## src/rtl/flash_ec_pkg.sv

```systemverilog
// Shared constants for the flash erase controller: register addresses,
// unlock bytes and control-register bit positions.
package flash_ec_pkg;
    localparam logic [1:0] A_CTRL  = 2'd0;
    localparam logic [1:0] A_PAGE  = 2'd1;
    localparam logic [1:0] A_ERASE = 2'd2;

    localparam logic [7:0] KEY_ALL  = 8'hAA;
    localparam logic [7:0] KEY_PAGE = 8'h55;

    localparam int CB_PWE  = 0;
    localparam int CB_ARM  = 1;
    localparam int CB_BUSY = 2;
endpackage

```

## src/rtl/flash_ec_regs.sv

```systemverilog
// Control and page registers plus the read mux.
// Assumes PAGE_W <= 8; the page field is left-aligned in the byte.
module flash_ec_regs
    import flash_ec_pkg::*;
#(
    parameter int PAGE_W = 7
) (
    input  logic              clk,
    input  logic              rst_n,
    input  logic              reg_wr,
    input  logic [1:0]        reg_addr,
    input  logic [7:0]        reg_wdata,
    input  logic              clr_arm,
    input  logic              busy,
    output logic              pwe,
    output logic              arm,
    output logic [PAGE_W-1:0] page,
    output logic [7:0]        rdata
);
    localparam int PAD = 8 - PAGE_W;

    // Register writes; an erase-register write clears the arm bit.
    always_ff @(posedge clk) begin
        if (!rst_n) begin
            pwe  <= 1'b0;
            arm  <= 1'b0;
            page <= '0;
        end else begin
            if (reg_wr && reg_addr == A_CTRL) begin
                pwe <= reg_wdata[CB_PWE];
                arm <= reg_wdata[CB_ARM];
            end
            if (reg_wr && reg_addr == A_PAGE)
                page <= reg_wdata[7 -: PAGE_W];
            if (clr_arm)
                arm <= 1'b0;
        end
    end

    // Read mux.
    always_comb begin
        rdata = '0;
        case (reg_addr)
            A_CTRL: begin
                rdata[CB_PWE]  = pwe;
                rdata[CB_ARM]  = arm;
                rdata[CB_BUSY] = busy;
            end
            A_PAGE:  rdata = 8'(page) << PAD;
            default: rdata = '0;
        endcase
    end
endmodule

```

## src/rtl/flash_ec_seq.sv

```systemverilog
// Unlock decode and erase timer. A launch is decided in the write cycle;
// the request, scope and busy appear one cycle later.
module flash_ec_seq
    import flash_ec_pkg::*;
#(
    parameter int FA_W   = 16,
    parameter int PAGE_W = 7,
    parameter int CNT_W  = 16
) (
    input  logic              clk,
    input  logic              rst_n,
    input  logic              reg_wr,
    input  logic [1:0]        reg_addr,
    input  logic [7:0]        reg_wdata,
    input  logic              arm,
    input  logic              dbg_en,
    input  logic [PAGE_W-1:0] page,
    input  logic [CNT_W-1:0]  erase_cycles,
    output logic              clr_arm,
    output logic              busy,
    output logic              done,
    output logic              erase_req,
    output logic              erase_all,
    output logic [FA_W-1:0]   erase_addr
);
    localparam int OFF = FA_W - PAGE_W;

    logic             key_wr, go_all, go_page;
    logic [CNT_W-1:0] cnt;

    // Decode an accepted erase-register write into a launch.
    always_comb begin
        key_wr  = reg_wr && reg_addr == A_ERASE && !busy;
        go_all  = key_wr && reg_wdata == KEY_ALL && arm && dbg_en;
        go_page = key_wr && reg_wdata == KEY_PAGE;
        clr_arm = key_wr;
    end

    // Launch capture and countdown of the erase window.
    always_ff @(posedge clk) begin
        if (!rst_n) begin
            busy       <= 1'b0;
            done       <= 1'b0;
            erase_req  <= 1'b0;
            erase_all  <= 1'b0;
            erase_addr <= '0;
            cnt        <= '0;
        end else begin
            erase_req <= go_all || go_page;
            done      <= busy && cnt == CNT_W'(1);
            if (go_all || go_page) begin
                busy       <= 1'b1;
                cnt        <= (erase_cycles == '0) ? CNT_W'(1) : erase_cycles;
                erase_all  <= go_all;
                erase_addr <= go_page ? (FA_W'(page) << OFF) : '0;
            end else if (busy) begin
                if (cnt == CNT_W'(1))
                    busy <= 1'b0;
                else
                    cnt <= cnt - CNT_W'(1);
            end
        end
    end
endmodule

```

## src/rtl/flash_ec_route.sv

```systemverilog
// Steers external-data write strobes to flash or RAM.
// Flash strobes are held off while an erase is running.
module flash_ec_route (
    input  logic xd_wr,
    input  logic pwe,
    input  logic busy,
    output logic fl_wr,
    output logic ram_wr
);
    // Strobe steering.
    always_comb begin
        fl_wr  = xd_wr && pwe && !busy;
        ram_wr = xd_wr && !pwe;
    end
endmodule

```

## src/rtl/flash_erase_ctl.sv

```systemverilog
// Top of the flash erase controller: registers, unlock sequencer and
// write-strobe steering. Assumes a byte-addressed array of 2**FA_W bytes.
module flash_erase_ctl #(
    parameter int FA_W       = 16,
    parameter int PAGE_BYTES = 512,
    parameter int CNT_W      = 16
) (
    input  logic             clk,
    input  logic             rst_n,
    input  logic             reg_wr,
    input  logic [1:0]       reg_addr,
    input  logic [7:0]       reg_wdata,
    output logic [7:0]       rdata,
    input  logic             dbg_en,
    input  logic [CNT_W-1:0] erase_cycles,
    input  logic             xd_wr,
    output logic             fl_wr,
    output logic             ram_wr,
    output logic             erase_req,
    output logic             erase_all,
    output logic [FA_W-1:0]  erase_addr,
    output logic             busy,
    output logic             done
);
    localparam int PAGE_LOG = $clog2(PAGE_BYTES);
    localparam int PAGE_W   = FA_W - PAGE_LOG;

    logic              pwe, arm, clr_arm;
    logic [PAGE_W-1:0] page;

    flash_ec_regs #(.PAGE_W(PAGE_W)) u_regs (
        .clk(clk), .rst_n(rst_n), .reg_wr(reg_wr), .reg_addr(reg_addr),
        .reg_wdata(reg_wdata), .clr_arm(clr_arm), .busy(busy),
        .pwe(pwe), .arm(arm), .page(page), .rdata(rdata)
    );

    flash_ec_seq #(.FA_W(FA_W), .PAGE_W(PAGE_W), .CNT_W(CNT_W)) u_seq (
        .clk(clk), .rst_n(rst_n), .reg_wr(reg_wr), .reg_addr(reg_addr),
        .reg_wdata(reg_wdata), .arm(arm), .dbg_en(dbg_en), .page(page),
        .erase_cycles(erase_cycles), .clr_arm(clr_arm), .busy(busy),
        .done(done), .erase_req(erase_req), .erase_all(erase_all),
        .erase_addr(erase_addr)
    );

    flash_ec_route u_route (
        .xd_wr(xd_wr), .pwe(pwe), .busy(busy), .fl_wr(fl_wr), .ram_wr(ram_wr)
    );
endmodule

```

## config.mk

```make
export PLATFORM = sky130hd
export DESIGN_NAME = flash_erase_ctl
export DESIGN_NICKNAME = d
export VERILOG_FILES = /design/src/rtl/flash_ec_pkg.sv /design/src/rtl/flash_ec_regs.sv /design/src/rtl/flash_ec_seq.sv /design/src/rtl/flash_ec_route.sv /design/src/rtl/flash_erase_ctl.sv
export SDC_FILE = /design/constraint.sdc
export NUM_CORES = 1
export LEC_CHECK = 0
export BUFFER_PORTS_ARGS = -buffer_cell sky130_fd_sc_hd__buf_2
export CORE_ASPECT_RATIO = 1.75
export CORE_MARGIN = 4
export CORE_UTILIZATION = 41
export CTS_CLUSTER_SIZE = 25
export DETAILED_ROUTE_END_ITERATION = 12
export PLACE_DENSITY = 0.66
export SETUP_SLACK_MARGIN = 0.02
export SLEW_MARGIN = 20
export SYNTH_ARGS = -nofsm -noshare
export SYNTH_HDL_FRONTEND = slang
export SYNTH_SLANG_ARGS = --single-unit
```

## constraint.sdc

```tcl
create_clock -name clk -period 2.4 [get_ports clk]
set_input_delay 0.36 -clock clk [delete_from_list [all_inputs] [get_ports clk]]
set_output_delay 0.36 -clock clk [all_outputs]
set_load 0.02 [all_outputs]
```

==> results.cfg, run 1 <==
[routing]
dr.pass1.iters = 4
via_per_inst = 5.56
wl_per_cell_um = 15.4
ant_nets = 0
drc = 0
route.met2.wl_um = 2760
drt_first_iter_violations = 31
highest-signal-layer = met4
wl_met3_um = 336
routed_wirelength_um = 5100
wl_met1_um = 1840
vias = 1835

[hold_path]
whs_path_depth = 3
worstHoldPathType = in -> reg

[flow_run]
maxCapViolCount = 0

[placed_design]
pre_cts_ws_ps = 160
gp_congestion = 0.878
port-buffer-count = 51
dp_hpwl_um = 3980

[status]
status = completed

[synthesis]
ys_seq_elements = 36
async_flop_share = 0
yosysTopAreaCellShare = 0.368
synth.distinct_cells = 51
synthFlopType = dfxtp_1
syn_area_per_cell_um2 = 8.78
synth_edf_count = 0
yosysWarnings = 0
syn_inst = 223
synth_area_um2 = 1960
synth_seq_area_share = 0.368
yosysTopAreaCell = dfxtp_1
synth.area.top_cells = dfxtp_1 (37%), mux2i_1 (6.1%), nor2_1 (4.6%)

[floorplanning]
io_pins = 61
core_um2 = 4670
fp.dieW_um = 60.2
rows = 33
die_area_um2 = 5990
die_h_um = 99.4
start_util = 0.420

[global_route]
grt_pass1_vias = 1781
grt_max_degree = 26
track_usage = 0.186
antenna_found_initial = 0
grt.overflow.total = 0
grt_pass1_wl_um = 8340

[clocking]
root_buffer = clkbuf_8
clock_latency_ps = 300
clock_sinks = 36
cts_inserted_buffers = 5
clk_pin_slew_ps = 80
cts_tree = built
ctsHoldBuffers = 0
cts_resized = 0
cts_setup_buffers = 0
clk_path_buf_depth = 2
htree_levels = 2

[setup_path]
cp_data_required_time_ps = 2530
end_kind = register
crit_path_start_kind = register
path_class = reg -> reg
r2r_cells = 7
worstPathArrival_ps = 2250
timing.critical_path.fanout_max = 10

[timing]
slew_headroom = 0.299
fin_ws_ps = 278
min_period_over_period = 0.884
finalCriticalPeriod_ps = 2120
tightest_slew_ps = 1040
finClkSkew_ps = 14.6
final-setup-viol-count = 0
drv_slew = 0
setup_tns_ps = 0
hold_violations = 0
fmax_ghz = 0.471
rsz0062_at_grt = no

[cells_and_area]
fin_nets = 310
layout_common_cells = buf_2 (51), dfxtp_1 (36), nor2_1 (24)
final_common_cell = buf_2
syn_to_final_growth_pct = 18.7
antenna_cells = 0
layout-drive-gt1-share = 0.273

[power]
p_leak_uw = 0.00100
peakVddDrop_mv = 0.295
pwr_density_cell_nw_per_um2 = 501
-- state kept, by name, summed over array words and instances (netlist names) --
signal and cells:
u_seq.cnt 16, u_regs.page 7, u_seq.erase_addr 7, u_regs.arm 1
u_regs.pwe 1, u_seq.busy 1, u_seq.done 1, u_seq.erase_all 1
u_seq.erase_req 1
-- power by group --
part	internal [uW]	total [uW]	switching, uW
combinational	39.7	106	66.2
sequential	602	607	5.04
clock	206	450	244
-- metrics by stage --
step                 util  hold WS, ps  power, uW  cells  instance area [um^2]
global placement    0.479          478        727    322                  2230
global route        0.498          348       1220    330                  2320
detailed placement  0.479          486        727    322                  2230
finish              0.498          329       1160    330                  2320
CTS                 0.498          331       1170    330                  2320
floorplan               -          466        688    231                  1990
-- cell usage after synthesis, types with 2 or more instances --
cell	instances
dfxtp_1	36
nor2_1	24
mux2i_1	12
a21oi_1	11
buf_4	9
nand3_1	9
xor2_1	9
inv_1	8
nand2_1	8
o21ai_0	8
a22oi_1	7
nor3_1	7
and2_1	6
clkbuf_1	6
nor4_1	6
a31oi_1	3
buf_6	3
nand4_1	3
nand4b_1	3
o22a_1	3
a211oi_1	2
a21oi_2	2
and3_1	2
ha_1	2
nand2b_1	2
nand3b_1	2
nand4bb_1	2
nor2b_1	2
nor3b_1	2
or4_1	2
or4b_1	2
-- worst max-delay path, stage by stage (launching register included) --
cell     delay [ps]
dfxtp_1         450
ha_1            180
nor4b_1         500
nand4_1         200
buf_4           220
or4b_1          180
xor2_1          150
a21oi_1          80
-- logic make-up (layout without fill, tap and decap cells) --
logic type	after synthesis	count (layout)	share of synthesized area
buf+inv	28	75	0.0824
flops	36	36	0.368
mux	12	12	0.0613
other cells	1	9	0.00192
compound gates	43	43	0.152
simple gates	91	91	0.277
xor+xnor	10	10	0.0447
fa+ha+maj	2	2	0.0128
-- final cells by class --
type / count / area [um^2]
multi-input cells: 167 / 1110
repair buffers: 58 / 308
clock buffers: 5 / 68.8
well taps: 52 / 65.1
clock inverters: 3 / 21.3
fillers: 469 / 2340
inverters: 9 / 33.8
flip-flops and latches: 36 / 721
-- final timing paths --
kind | slack, ps | from | endpoint
worst max-delay path | 280 | u_seq.cnt[0] | u_seq.cnt[9]
worst max register to register | 280 | u_seq.cnt[0] | u_seq.cnt[9]
worst min register to register | 500 | u_seq.cnt[6] | u_seq.cnt[6]
worst min-delay path | 330 | reg_wdata[4] | u_regs.page[3]
-- routing by layer --
| layer | up-vias | global-route usage |
|---|---|---|
| met3 | 11 | 0.0494 |
| met1 | 862 | 0.195 |
| li1 | 900 | - |
| met5 | - | 0 |
| met4 | 0 | 0.0939 |
| met2 | 62 | 0.326 |
No activity file was read; power rests on OpenSTA's default activity.
==> inputs of run 2 (changes only) <==
Settings changed: PLACE_DENSITY 0.66 to unset, PLACE_DENSITY_LB_ADDON set to 0.25.
==> results.cfg, run 2 (synthesis gave the netlist of run 1 again) <==
[floorplanning]
core_um2 = 4670
die_h_um = 99.4
die_area_um2 = 5990
rows = 33
fp.dieW_um = 60.2
io_pins = 61
start_util = 0.420

[hold_path]
whs_path_depth = 3
worstHoldStart = reg_wdata[6]
worstHoldPathType = in -> reg
holdPathEnd = u_regs.page[5]

[routing]
via_per_inst = 5.49
drc = 0
routed_wirelength_um = 5170
ant_nets = 0
drt_first_iter_violations = 71
vias = 1822
wl_per_cell_um = 15.6
dr.pass1.iters = 4

[timing]
hold_ws_ps = 337
slew_headroom = 0.623
finalCriticalPeriod_ps = 2050
hold_violations = 0
rsz0062_at_grt = no
min_period_over_period = 0.855
finClkSkew_ps = 11.8
setup_tns_ps = 0
final-setup-viol-count = 0
tightest_slew_ps = 564
drv_slew = 0
fin_ws_ps = 347
fmax_ghz = 0.487

[global_route]
grt.overflow.total = 0
antenna_found_initial = 0
grt_max_degree = 28
track_usage = 0.187
grt_pass1_wl_um = 8440
grt_pass1_vias = 1824

[clocking]
cts_resized = 0
cts_setup_buffers = 0
cts_inserted_buffers = 5
ctsHoldBuffers = 0
clock_sinks = 36
clk_path_buf_depth = 2
htree_levels = 2
clock_latency_ps = 290
cts_tree = built
root_buffer = clkbuf_8
clk_pin_slew_ps = 80

[cells_and_area]
antenna_cells = 0
layout_common_cells = buf_2 (51), dfxtp_1 (36), nor2_1 (24)
fin_nets = 312
fillers = 466
multi_input_area_um2 = 1110
largest_reg_flops = 16
regMostFlops = u_seq.cnt
regArea_um2 = 721
syn_to_final_growth_pct = 19.2
final_common_cell = buf_2
layout-drive-gt1-share = 0.271
reg_top3 = u_seq.cnt x16, u_regs.page x7, u_seq.erase_addr x7

[placed_design]
dp_hpwl_um = 3950
pre_cts_ws_ps = 175
gp_congestion = 0.861
port-buffer-count = 51

[setup_path]
path_class = reg -> reg
timing.critical_path.fanout_max = 5
crit_path_start_kind = register
r2r_start = u_seq.cnt[1]
worstPathArrival_ps = 2260
rrSetupSlack_ps = 350
cp_data_required_time_ps = 2600
timing.rr.end = u_seq.cnt[10]
crit_start = u_seq.cnt[1]
r2r_cells = 8
end_kind = register

[power]
peakVddDrop_mv = 0.435
p_leak_uw = 0.00101
pwr_density_cell_nw_per_um2 = 493

[status]
status = completed

[flow_run]
maxCapViolCount = 0
[run 2: cell count changes in the layout (fill, tap and decap cells not counted), sizes merged]
cell / change
buf: +2
clkbuf: +2
clkinvlp: -1
inv: -1
[run 2: how the worst max path moves through the flow]
stage	cells past startpoint	slack, ps	to
2_1_floorplan	7	340	u_seq.cnt[11]
3_3_place_gp	6	190	u_seq.cnt[0]
3_5_place_dp	6	180	u_seq.cnt[0]
4_1_cts	8	340	u_seq.cnt[10]
5_1_grt	9	240	u_seq.cnt[9]
6_report	8	350	u_seq.cnt[10]
[run 2: stage by stage]
stage          cell area, um^2   util  total power, uW  instances
6_report                  2330  0.500             1150        332
5_1_grt                   2330  0.500             1200        332
4_1_cts                   2330  0.500             1170        332
3_5_place_dp              2250  0.482              727        324
3_3_place_gp              2250  0.482              727        324
2_1_floorplan             1990      -              688        231
[run 2: metal layers]
metal / global-route usage / vias up / wire length, um
li1: - / 900 / -
met1: 0.206 / 853 / 1950
met2: 0.318 / 56 / 2770
met3: 0.0442 / 13 / 282
met4: 0.0973 / 0 / 170
met5: 0 / - / 0
[run 2: layout make-up]
type,instances,share of cell area
multi-input cells,167,0.474
flip-flops and latches,36,0.309
inverters,9,0.0145
clock inverters,1,0.00375
repair buffers,60,0.138
well taps,52,0.0279
clock buffers,7,0.0327
[run 2: where the power goes]
| part | internal, uW | leakage, uW | switching (uW) |
|---|---|---|---|
| clock | 208 | 0.0000424 | 229 |
| sequential | 602 | 0.000290 | 5.04 |
| combinational | 39.7 | 0.000676 | 66.2 |
[run 2: critical path, stage by stage (launching register included)]
cell	delay (ps)
dfxtp_1	380
inv_1	80
ha_1	170
nor4b_1	130
buf_4	150
a31oi_1	210
or3b_2	480
xor2_1	150
a211oi_1	210
